===== src/rtl/bcnt_pkg.sv =====
package bcnt_pkg;
  localparam int unsigned ADDR_W  = 5;
  localparam int unsigned DATA_W  = 8;
  localparam int unsigned NUM_SRC = 4;

  // decoded register locations
  localparam logic [ADDR_W-1:0] A_CNT_BASE = 5'h07;
  localparam logic [ADDR_W-1:0] B_CNT_BASE = 5'h0D;
  localparam logic [ADDR_W-1:0] B_CMP_BASE = 5'h10;
  localparam logic [ADDR_W-1:0] STAT_ADDR  = 5'h19;
  localparam logic [ADDR_W-1:0] MASK_ADDR  = 5'h1A;

  // status bit positions
  typedef enum int unsigned {
    SRC_A_DONE  = 0,
    SRC_B_DONE  = 1,
    SRC_DEC_ERR = 2,
    SRC_MATCH   = 3
  } irq_src_e;
endpackage


===== src/rtl/bcnt_lane_port.sv =====
// Byte-lane access to a multi-byte field: write merge and read select.
module bcnt_lane_port
  import bcnt_pkg::*;
#(
  parameter int unsigned       BYTES = 3,
  parameter logic [ADDR_W-1:0] BASE  = '0
) (
  input  logic [ADDR_W-1:0]  addr,
  input  logic               wr_en,
  input  logic [DATA_W-1:0]  wdata,
  input  logic [BYTES*DATA_W-1:0] cur,
  output logic [BYTES*DATA_W-1:0] merged,
  output logic               wr_hit,
  output logic               rd_hit,
  output logic [DATA_W-1:0]  rd_byte
);
  localparam int unsigned W = BYTES * DATA_W;

  logic [BYTES-1:0] sel;
  logic [W-1:0]     wmask;

  for (genvar g = 0; g < BYTES; g++) begin : g_lane
    localparam int unsigned       LANE_I = int'(BASE) + g;
    localparam logic [ADDR_W-1:0] LANE_A = LANE_I[ADDR_W-1:0];
    assign sel[g]                    = (addr == LANE_A);
    assign wmask[g*DATA_W +: DATA_W] = {DATA_W{sel[g] & wr_en}};
  end

  always_comb begin
    rd_byte = '0;
    for (int i = 0; i < BYTES; i++) begin
      if (sel[i]) rd_byte = rd_byte | cur[i*DATA_W +: DATA_W];
    end
  end

  assign merged = (cur & ~wmask) | ({BYTES{wdata}} & wmask);
  assign wr_hit = wr_en & (|sel);
  assign rd_hit = |sel;
endmodule


===== src/rtl/bcnt_counter.sv =====
// Byte counter with software-writable byte lanes; a write beats a step.
module bcnt_counter
  import bcnt_pkg::*;
#(
  parameter int unsigned       BYTES = 3,
  parameter logic [ADDR_W-1:0] BASE  = '0
) (
  input  logic                    clk,
  input  logic                    rst_n,
  input  logic                    step_req,
  input  logic [ADDR_W-1:0]       addr,
  input  logic                    wr_en,
  input  logic [DATA_W-1:0]       wdata,
  output logic [BYTES*DATA_W-1:0] nxt_o,
  output logic                    stepped_o,
  output logic                    rd_hit,
  output logic [DATA_W-1:0]       rd_byte
);
  localparam int unsigned W = BYTES * DATA_W;

  logic [W-1:0] cnt_q, cnt_d, merged;
  logic         wr_hit, stepped, cnt_en;

  bcnt_lane_port #(.BYTES(BYTES), .BASE(BASE)) u_lanes (
    .addr    (addr),
    .wr_en   (wr_en),
    .wdata   (wdata),
    .cur     (cnt_q),
    .merged  (merged),
    .wr_hit  (wr_hit),
    .rd_hit  (rd_hit),
    .rd_byte (rd_byte)
  );

  // next-state
  always_comb begin
    stepped = step_req & ~wr_hit;
    cnt_en  = wr_hit | stepped;
    cnt_d   = wr_hit ? merged : (cnt_q + W'(1));
  end

  // register
  always_ff @(posedge clk or negedge rst_n) begin
    if (!rst_n)      cnt_q <= '0;
    else if (cnt_en) cnt_q <= cnt_d;
  end

  assign nxt_o     = cnt_en ? cnt_d : cnt_q;
  assign stepped_o = stepped;

  // one step per accepted strobe, modulo the width
  assert_count_step_R1: assert property (@(posedge clk) disable iff (!rst_n)
    (step_req && !wr_hit) |=> (cnt_q == $past(cnt_q) + W'(1)));

  // a write in the strobe cycle lands as written, step lost
  assert_write_wins_R4: assert property (@(posedge clk) disable iff (!rst_n)
    wr_hit |=> (cnt_q == $past(merged)));

  // count holds without strobe or write
  assert_count_hold_R1: assert property (@(posedge clk) disable iff (!rst_n)
    (!step_req && !wr_hit) |=> $stable(cnt_q));
endmodule


===== src/rtl/bcnt_match.sv =====
// Compare register and step-into-equality detector.
module bcnt_match
  import bcnt_pkg::*;
#(
  parameter int unsigned       BYTES = 3,
  parameter logic [ADDR_W-1:0] BASE  = '0
) (
  input  logic                    clk,
  input  logic                    rst_n,
  input  logic [ADDR_W-1:0]       addr,
  input  logic                    wr_en,
  input  logic [DATA_W-1:0]       wdata,
  input  logic                    cnt_stepped,
  input  logic [BYTES*DATA_W-1:0] cnt_nxt,
  output logic                    match_o,
  output logic                    rd_hit,
  output logic [DATA_W-1:0]       rd_byte
);
  localparam int unsigned W = BYTES * DATA_W;

  logic [W-1:0] cmp_q, cmp_d;
  logic         wr_hit;

  bcnt_lane_port #(.BYTES(BYTES), .BASE(BASE)) u_lanes (
    .addr    (addr),
    .wr_en   (wr_en),
    .wdata   (wdata),
    .cur     (cmp_q),
    .merged  (cmp_d),
    .wr_hit  (wr_hit),
    .rd_hit  (rd_hit),
    .rd_byte (rd_byte)
  );

  always_ff @(posedge clk or negedge rst_n) begin
    if (!rst_n)      cmp_q <= '0;
    else if (wr_hit) cmp_q <= cmp_d;
  end

  // only a counting step can arrive at the compare value
  assign match_o = cnt_stepped & (cnt_nxt == cmp_q);

  // arrival is a single-cycle event while the compare value is held
  assert_match_once_R6: assert property (@(posedge clk) disable iff (!rst_n)
    (match_o && !wr_hit) |=> !match_o);
endmodule


===== src/rtl/bcnt_irq.sv =====
// Sticky status, write-one-to-clear, disable mask, interrupt output.
module bcnt_irq
  import bcnt_pkg::*;
#(
  parameter int unsigned N = NUM_SRC
) (
  input  logic         clk,
  input  logic         rst_n,
  input  logic [N-1:0] set_vec,
  input  logic         stat_wr,
  input  logic         mask_wr,
  input  logic [N-1:0] wbits,
  output logic [N-1:0] stat_o,
  output logic [N-1:0] mask_o,
  output logic         irq_o
);
  logic [N-1:0] stat_q, stat_d, clr_vec;
  logic [N-1:0] mask_q, mask_d;
  logic         stat_en;

  // next-state
  always_comb begin
    clr_vec = stat_wr ? wbits : '0;
    stat_en = stat_wr | (|set_vec);
    stat_d  = (stat_q & ~clr_vec) | set_vec;
    mask_d  = wbits;
  end

  // registers
  always_ff @(posedge clk or negedge rst_n) begin
    if (!rst_n)       stat_q <= '0;
    else if (stat_en) stat_q <= stat_d;
  end

  always_ff @(posedge clk or negedge rst_n) begin
    if (!rst_n)       mask_q <= '1;
    else if (mask_wr) mask_q <= mask_d;
  end

  assign stat_o = stat_q;
  assign mask_o = mask_q;
  assign irq_o  = |(stat_q & ~mask_q);

  // an event always leaves its bit set, even against a clear
  assert_set_wins_R8: assert property (@(posedge clk) disable iff (!rst_n)
    (|set_vec) |=> ((stat_q & $past(set_vec)) == $past(set_vec)));

  // status is sticky without events or a status write
  assert_sticky_R7: assert property (@(posedge clk) disable iff (!rst_n)
    (!(|set_vec) && !stat_wr) |=> $stable(stat_q));

  // written ones clear bits that had no event that cycle
  assert_clear_R8: assert property (@(posedge clk) disable iff (!rst_n)
    (stat_wr && !(|set_vec)) |=> ((stat_q & $past(wbits)) == '0));
endmodule


===== src/rtl/xfer_count_irq.sv =====
// Top: two transfer byte counters, compare match, interrupt registers.
module xfer_count_irq
  import bcnt_pkg::*;
#(
  parameter int unsigned CNT_BYTES = 3
) (
  input  logic              clk,
  input  logic              rst_n,
  input  logic              a_byte_stb,
  input  logic              b_byte_stb,
  input  logic              a_done_evt,
  input  logic              b_done_evt,
  input  logic              dec_err_evt,
  input  logic [ADDR_W-1:0] reg_addr,
  input  logic              reg_wr,
  input  logic [DATA_W-1:0] reg_wdata,
  output logic [DATA_W-1:0] reg_rdata,
  output logic              irq
);
  localparam int unsigned CW = CNT_BYTES * DATA_W;

  logic [CW-1:0]      a_nxt, b_nxt;
  logic               a_stepped, b_stepped, match;
  logic               a_rd_hit, b_rd_hit, c_rd_hit;
  logic [DATA_W-1:0]  a_rd, b_rd, c_rd;
  logic [NUM_SRC-1:0] set_vec, stat, mask;
  logic               stat_wr, mask_wr;

  bcnt_counter #(.BYTES(CNT_BYTES), .BASE(A_CNT_BASE)) u_cnt_a (
    .clk       (clk),
    .rst_n     (rst_n),
    .step_req  (a_byte_stb),
    .addr      (reg_addr),
    .wr_en     (reg_wr),
    .wdata     (reg_wdata),
    .nxt_o     (a_nxt),
    .stepped_o (a_stepped),
    .rd_hit    (a_rd_hit),
    .rd_byte   (a_rd)
  );

  bcnt_counter #(.BYTES(CNT_BYTES), .BASE(B_CNT_BASE)) u_cnt_b (
    .clk       (clk),
    .rst_n     (rst_n),
    .step_req  (b_byte_stb),
    .addr      (reg_addr),
    .wr_en     (reg_wr),
    .wdata     (reg_wdata),
    .nxt_o     (b_nxt),
    .stepped_o (b_stepped),
    .rd_hit    (b_rd_hit),
    .rd_byte   (b_rd)
  );

  bcnt_match #(.BYTES(CNT_BYTES), .BASE(B_CMP_BASE)) u_match (
    .clk         (clk),
    .rst_n       (rst_n),
    .addr        (reg_addr),
    .wr_en       (reg_wr),
    .wdata       (reg_wdata),
    .cnt_stepped (b_stepped),
    .cnt_nxt     (b_nxt),
    .match_o     (match),
    .rd_hit      (c_rd_hit),
    .rd_byte     (c_rd)
  );

  always_comb begin
    set_vec              = '0;
    set_vec[SRC_A_DONE]  = a_done_evt;
    set_vec[SRC_B_DONE]  = b_done_evt;
    set_vec[SRC_DEC_ERR] = dec_err_evt;
    set_vec[SRC_MATCH]   = match;
    stat_wr              = reg_wr & (reg_addr == STAT_ADDR);
    mask_wr              = reg_wr & (reg_addr == MASK_ADDR);
  end

  bcnt_irq #(.N(NUM_SRC)) u_irq (
    .clk     (clk),
    .rst_n   (rst_n),
    .set_vec (set_vec),
    .stat_wr (stat_wr),
    .mask_wr (mask_wr),
    .wbits   (reg_wdata[NUM_SRC-1:0]),
    .stat_o  (stat),
    .mask_o  (mask),
    .irq_o   (irq)
  );

  // read mux
  always_comb begin
    reg_rdata = '0;
    if (a_rd_hit)                    reg_rdata = a_rd;
    else if (b_rd_hit)               reg_rdata = b_rd;
    else if (c_rd_hit)               reg_rdata = c_rd;
    else if (reg_addr == STAT_ADDR)  reg_rdata = {{(DATA_W-NUM_SRC){1'b0}}, stat};
    else if (reg_addr == MASK_ADDR)  reg_rdata = {{(DATA_W-NUM_SRC){1'b0}}, mask};
  end

  // the compressed-side counter is unaffected by the other strobe
  assert_b_idle_R2: assert property (@(posedge clk) disable iff (!rst_n)
    (!b_stepped && !(reg_wr && b_rd_hit)) |=> $stable(b_nxt) || b_stepped || (reg_wr && b_rd_hit));

  // interrupt follows an enabled status bit at every sample
  assert_irq_src_R10: assert property (@(posedge clk) disable iff (!rst_n)
    irq |-> (stat != '0) && (mask != '1));

  // a match implies the compressed side took a step
  assert_match_step_R6: assert property (@(posedge clk) disable iff (!rst_n)
    match |-> b_stepped);

  // the counters step independently of event pulses
  assert_a_step_R1: assert property (@(posedge clk) disable iff (!rst_n)
    a_stepped |-> a_byte_stb);
endmodule


===== config.mk =====
export PLATFORM = sky130hd
export DESIGN_NAME = xfer_count_irq
export DESIGN_NICKNAME = d
export VERILOG_FILES = /design/src/rtl/bcnt_pkg.sv /design/src/rtl/bcnt_lane_port.sv /design/src/rtl/bcnt_counter.sv /design/src/rtl/bcnt_match.sv /design/src/rtl/bcnt_irq.sv /design/src/rtl/xfer_count_irq.sv
export SDC_FILE = /design/constraint.sdc
export NUM_CORES = 1
export LEC_CHECK = 0
export CAP_MARGIN = 15
export CORE_ASPECT_RATIO = 1.4
export CORE_MARGIN = 1
export CORE_UTILIZATION = 70
export DETAILED_ROUTE_END_ITERATION = 6
export DONT_BUFFER_PORTS = 1
export PLACE_DENSITY = 0.89
export SLEW_MARGIN = 20
export SYNTH_ARGS = -nofsm -noshare
export SYNTH_HDL_FRONTEND = slang
export SYNTH_SLANG_ARGS = --single-unit

===== constraint.sdc =====
create_clock -name clk -period 7.3 [get_ports clk]
set_input_delay 1.095 -clock clk [delete_from_list [all_inputs] [get_ports clk]]
set_output_delay 1.095 -clock clk [all_outputs]
set_load 0.01 [all_outputs]

==> metrics.yaml <==
timing:
  timing.max_slew.rel_slack_pct: 41.82
  timing.setup.tns_ns: 0
  min_period_over_period_pct: 55.24
  fmax_mhz: 248.0
  timing.clock.skew_ns: 0.008704
  period_needed_ns: 4.032
  unrepaired_setup_endpoints_after_global_routing: "false"
  timing_worst_slew_pin_value_ns: 0.8660
  setup_viol: 0
  finalMaxSlewViolations: 0
  finalHoldWorstSlack_ns: 0.4119
  fin_ws_ns: 3.268
  final_hold_violation_count: 0
synthesis:
  synth_top_flop_cell: "dfrtp_1"
  synth_enable_flop_cells: 0
  yosys-top-cells-area: "dfrtp_1, mux2_2, nor2_1"
  synthesized_nets: 664
  yosysMostFrequentCell: "dfrtp_1"
  yosys-mux-area-fraction_pct: 7.567
  synth_top_family_by_area: "compound AO/OA/AOI/OAI gates"
  netlist_instances: 641
  ys_ff_latch: 80
  synth-adder-area-share_pct: 0.4586
  synth.largest_area_cell: "dfrtp_1"
  synth_compound_gate_area_share_pct: 24.42
  synth.lib_cells_used.distinct: 69
  yosysWarningCount: 0
  syn-cell-area_sq_um: 5456
  yosysSeqAreaShare_pct: 36.78
  yosys.area_share.simple_pct: 23.62
  yosysTopAreaCellShare_pct: 34.85
  synth_xor_area_share_pct: 2.729
  synth_area_per_cell_sq_um: 8.512
  ys_top_cells_by_count: "dfrtp_1, nor2_1, nand2_1"
  async_flop_share_pct: 100.0
critical_path:
  worst_r2r_startpoint: "u_cnt_b.cnt_q[0]"
  cp-startpoint: "reg_addr[2]"
  cp_class: "in2out"
  worst_path_required_ns: 6.20
  critPathMaxFanout: 10
  arrival_ns: 2.94
  library_cell_contributing_the_largest_single_delay_on_the_critical_path: "or3b_2"
  critical-path-max-stage-delay_ns: 0.53
  crit_path_cells: "or3b_2 -> nor2_1 -> a21oi_1 -> a21oi_1 -> nor2_1 -> o31ai_1"
  setup.worst_path.end_class: "primary output"
  critical_path.startpoint_type: "input pin"
routing:
  detail-route-antenna-nets: 0
  avgRoutedWirePerCell_microns: 26.39
  vias: 5725
  viasPerCell: 7.996
  drc: 0
  detailedRoute.firstPassIterationCount: 7
  detailedRoute.firstIterationViolations: 854
  routed_wirelength_microns: 18890
floorplan:
  floorplan.rows: 37
  fp.dieArea_sq_um: 8157
  number_of_top_level_design_ports: 30
  start_util_pct: 73.21
  die_height_microns: 106.5
  floorplan.die.width_microns: 76.62
  coreArea_sq_um: 7453
flow_run:
  drv_cap: 0
placed_design:
  dpl_worst_slack_ns: 3.131
  placer_s_final_routability_congestion_estimate: 1.038
  detailedPlacementHpwl_microns: 13440
  place_inst: 700
  place.port_buffers: 0
finish:
  layout.core_utilization_pct: 75.54
  finish.net_count: 637
  final_layout_size_suffix_gt1_share_pct: 10.50
  synth_to_final_area_change_pct: 3.187
  fillers: 521
  n_antenna_cell: 0
  final-instance-count-excl-fill: 716
clocking:
  cts_root_buffer: "clkbuf_8"
  tritoncts: "built"
  cts.repair_timing.setup_buffer_count: 0
  clock-sinks: 80
  h-tree-depth: 3
  post_cts.resized_instances: 0
  cts_inserted_buffers: 9
  post_cts_hold_buffer_count: 0
  cts.path.max_buffers: 2
  reg_clk_slew_reported_paths_ns: 0.09
  worst_skew_pair.late_latency_ns: 0.37
global_route:
  maximum_number_of_pins_on_one_net_before_global_route_repair: 81
  first_global_vias: 5521
  grt_antenna_before_repair: 0
  groute.usage.overall_pct: 48.24
  grt_overflow_total: 0
  grt_pass1_wl_microns: 29720
status:
  status: "finished clean"
power:
  leakage_nw: 2.215
  max-vdd-ir-drop_uv: 186.6
  power.density_nw_per_um2: 255.5
min_path:
  hold_class: "in2async"
==> path summary, 6_finish.rpt <==
path | to | slack [ns] | depth (start not counted)
min reg2reg | u_irq.stat_o[2] | 0.51 | 1
max in group asynchronous | u_irq.mask_o[2] | 6.67 | 0
max | reg_rdata[3] | 3.27 | 6
max reg2reg | u_irq.stat_o[3] | 3.72 | 9
min | u_cnt_b.cnt_q[8] | 0.41 | 0
min in group clk | u_irq.stat_o[2] | 0.51 | 1
==> power breakdown <==
group	leakage, nW	switching [mW]	internal (mW)
clock	0.0920	0.175	0.156
combinational	1.17	0.209	0.174
sequential	0.952	0.179	0.545
==> routing by layer <==
layer	GRT usage, %	vias to the layer above	share of wire [%]
met2	79.28	497	47
met5	0	-	0
met3	10.64	152	11
li1	-	2395	-
met1	56.05	2681	33
met4	33.10	0	7.7
==> cells by family (layout without fill, tap and decap cells) <==
logic type,after synthesis,in the layout
DFF,80,80
AOI/OAI and AO/OA,191,191
adders and majority gates,2,2
buffers and inverters,63,41
muxes,37,37
and+or+nand+nor,251,251
xor gates and xnor gates,17,17
==> layout make-up <==
cell class	count	area [sq um]	share of cell area [%]
sequential	80	2007	35.64
multi-input combinational	498	3217	57.13
clock buffer	10	127.6	2.267
inverter	24	90.09	1.600
clock inverter	6	60.06	1.067
timing repair buffer	1	7.507	0.1333
tap	97	121.4	2.156
==> stage by stage <==
| stage | total power [mW] | area [sq um] |
|---|---|---|
| after global placement | 1.065 | 5434 |
| final | 1.439 | 5630 |
| after global routing | 1.481 | 5630 |
| after CTS | 1.405 | 5627 |
| after floorplan | 0.9575 | 5456 |
| after detailed placement | 1.083 | 5439 |
==> placed cells by master (no fill, tap or decap), types with 5 or more instances in the layout <==
master / n
a311oi_1: 13
and2_1: 6
a211oi_1: 8
xnor2_1: 12
nand3_1: 31
nor3_1: 22
a31oi_1: 14
dfrtp_1: 76
o21ai_0: 32
a221o_1: 8
nor2b_1: 6
nand2_1: 56
nand4_1: 15
clkbuf_8: 9
o22ai_1: 7
xor2_1: 5
a21oi_1: 34
o21a_1: 5
inv_1: 24
or4_1: 6
nor4_1: 7
mux2_2: 34
a222oi_1: 5
or3_1: 5
a22oi_1: 17
and3_1: 11
nor2_1: 61
==> critical path: cells and delay by family <==
family / cells / cell delay (ns)
simple gates: 3 / 1.01
compound gates: 3 / 0.83
Power figures use the tool's default switching activity.
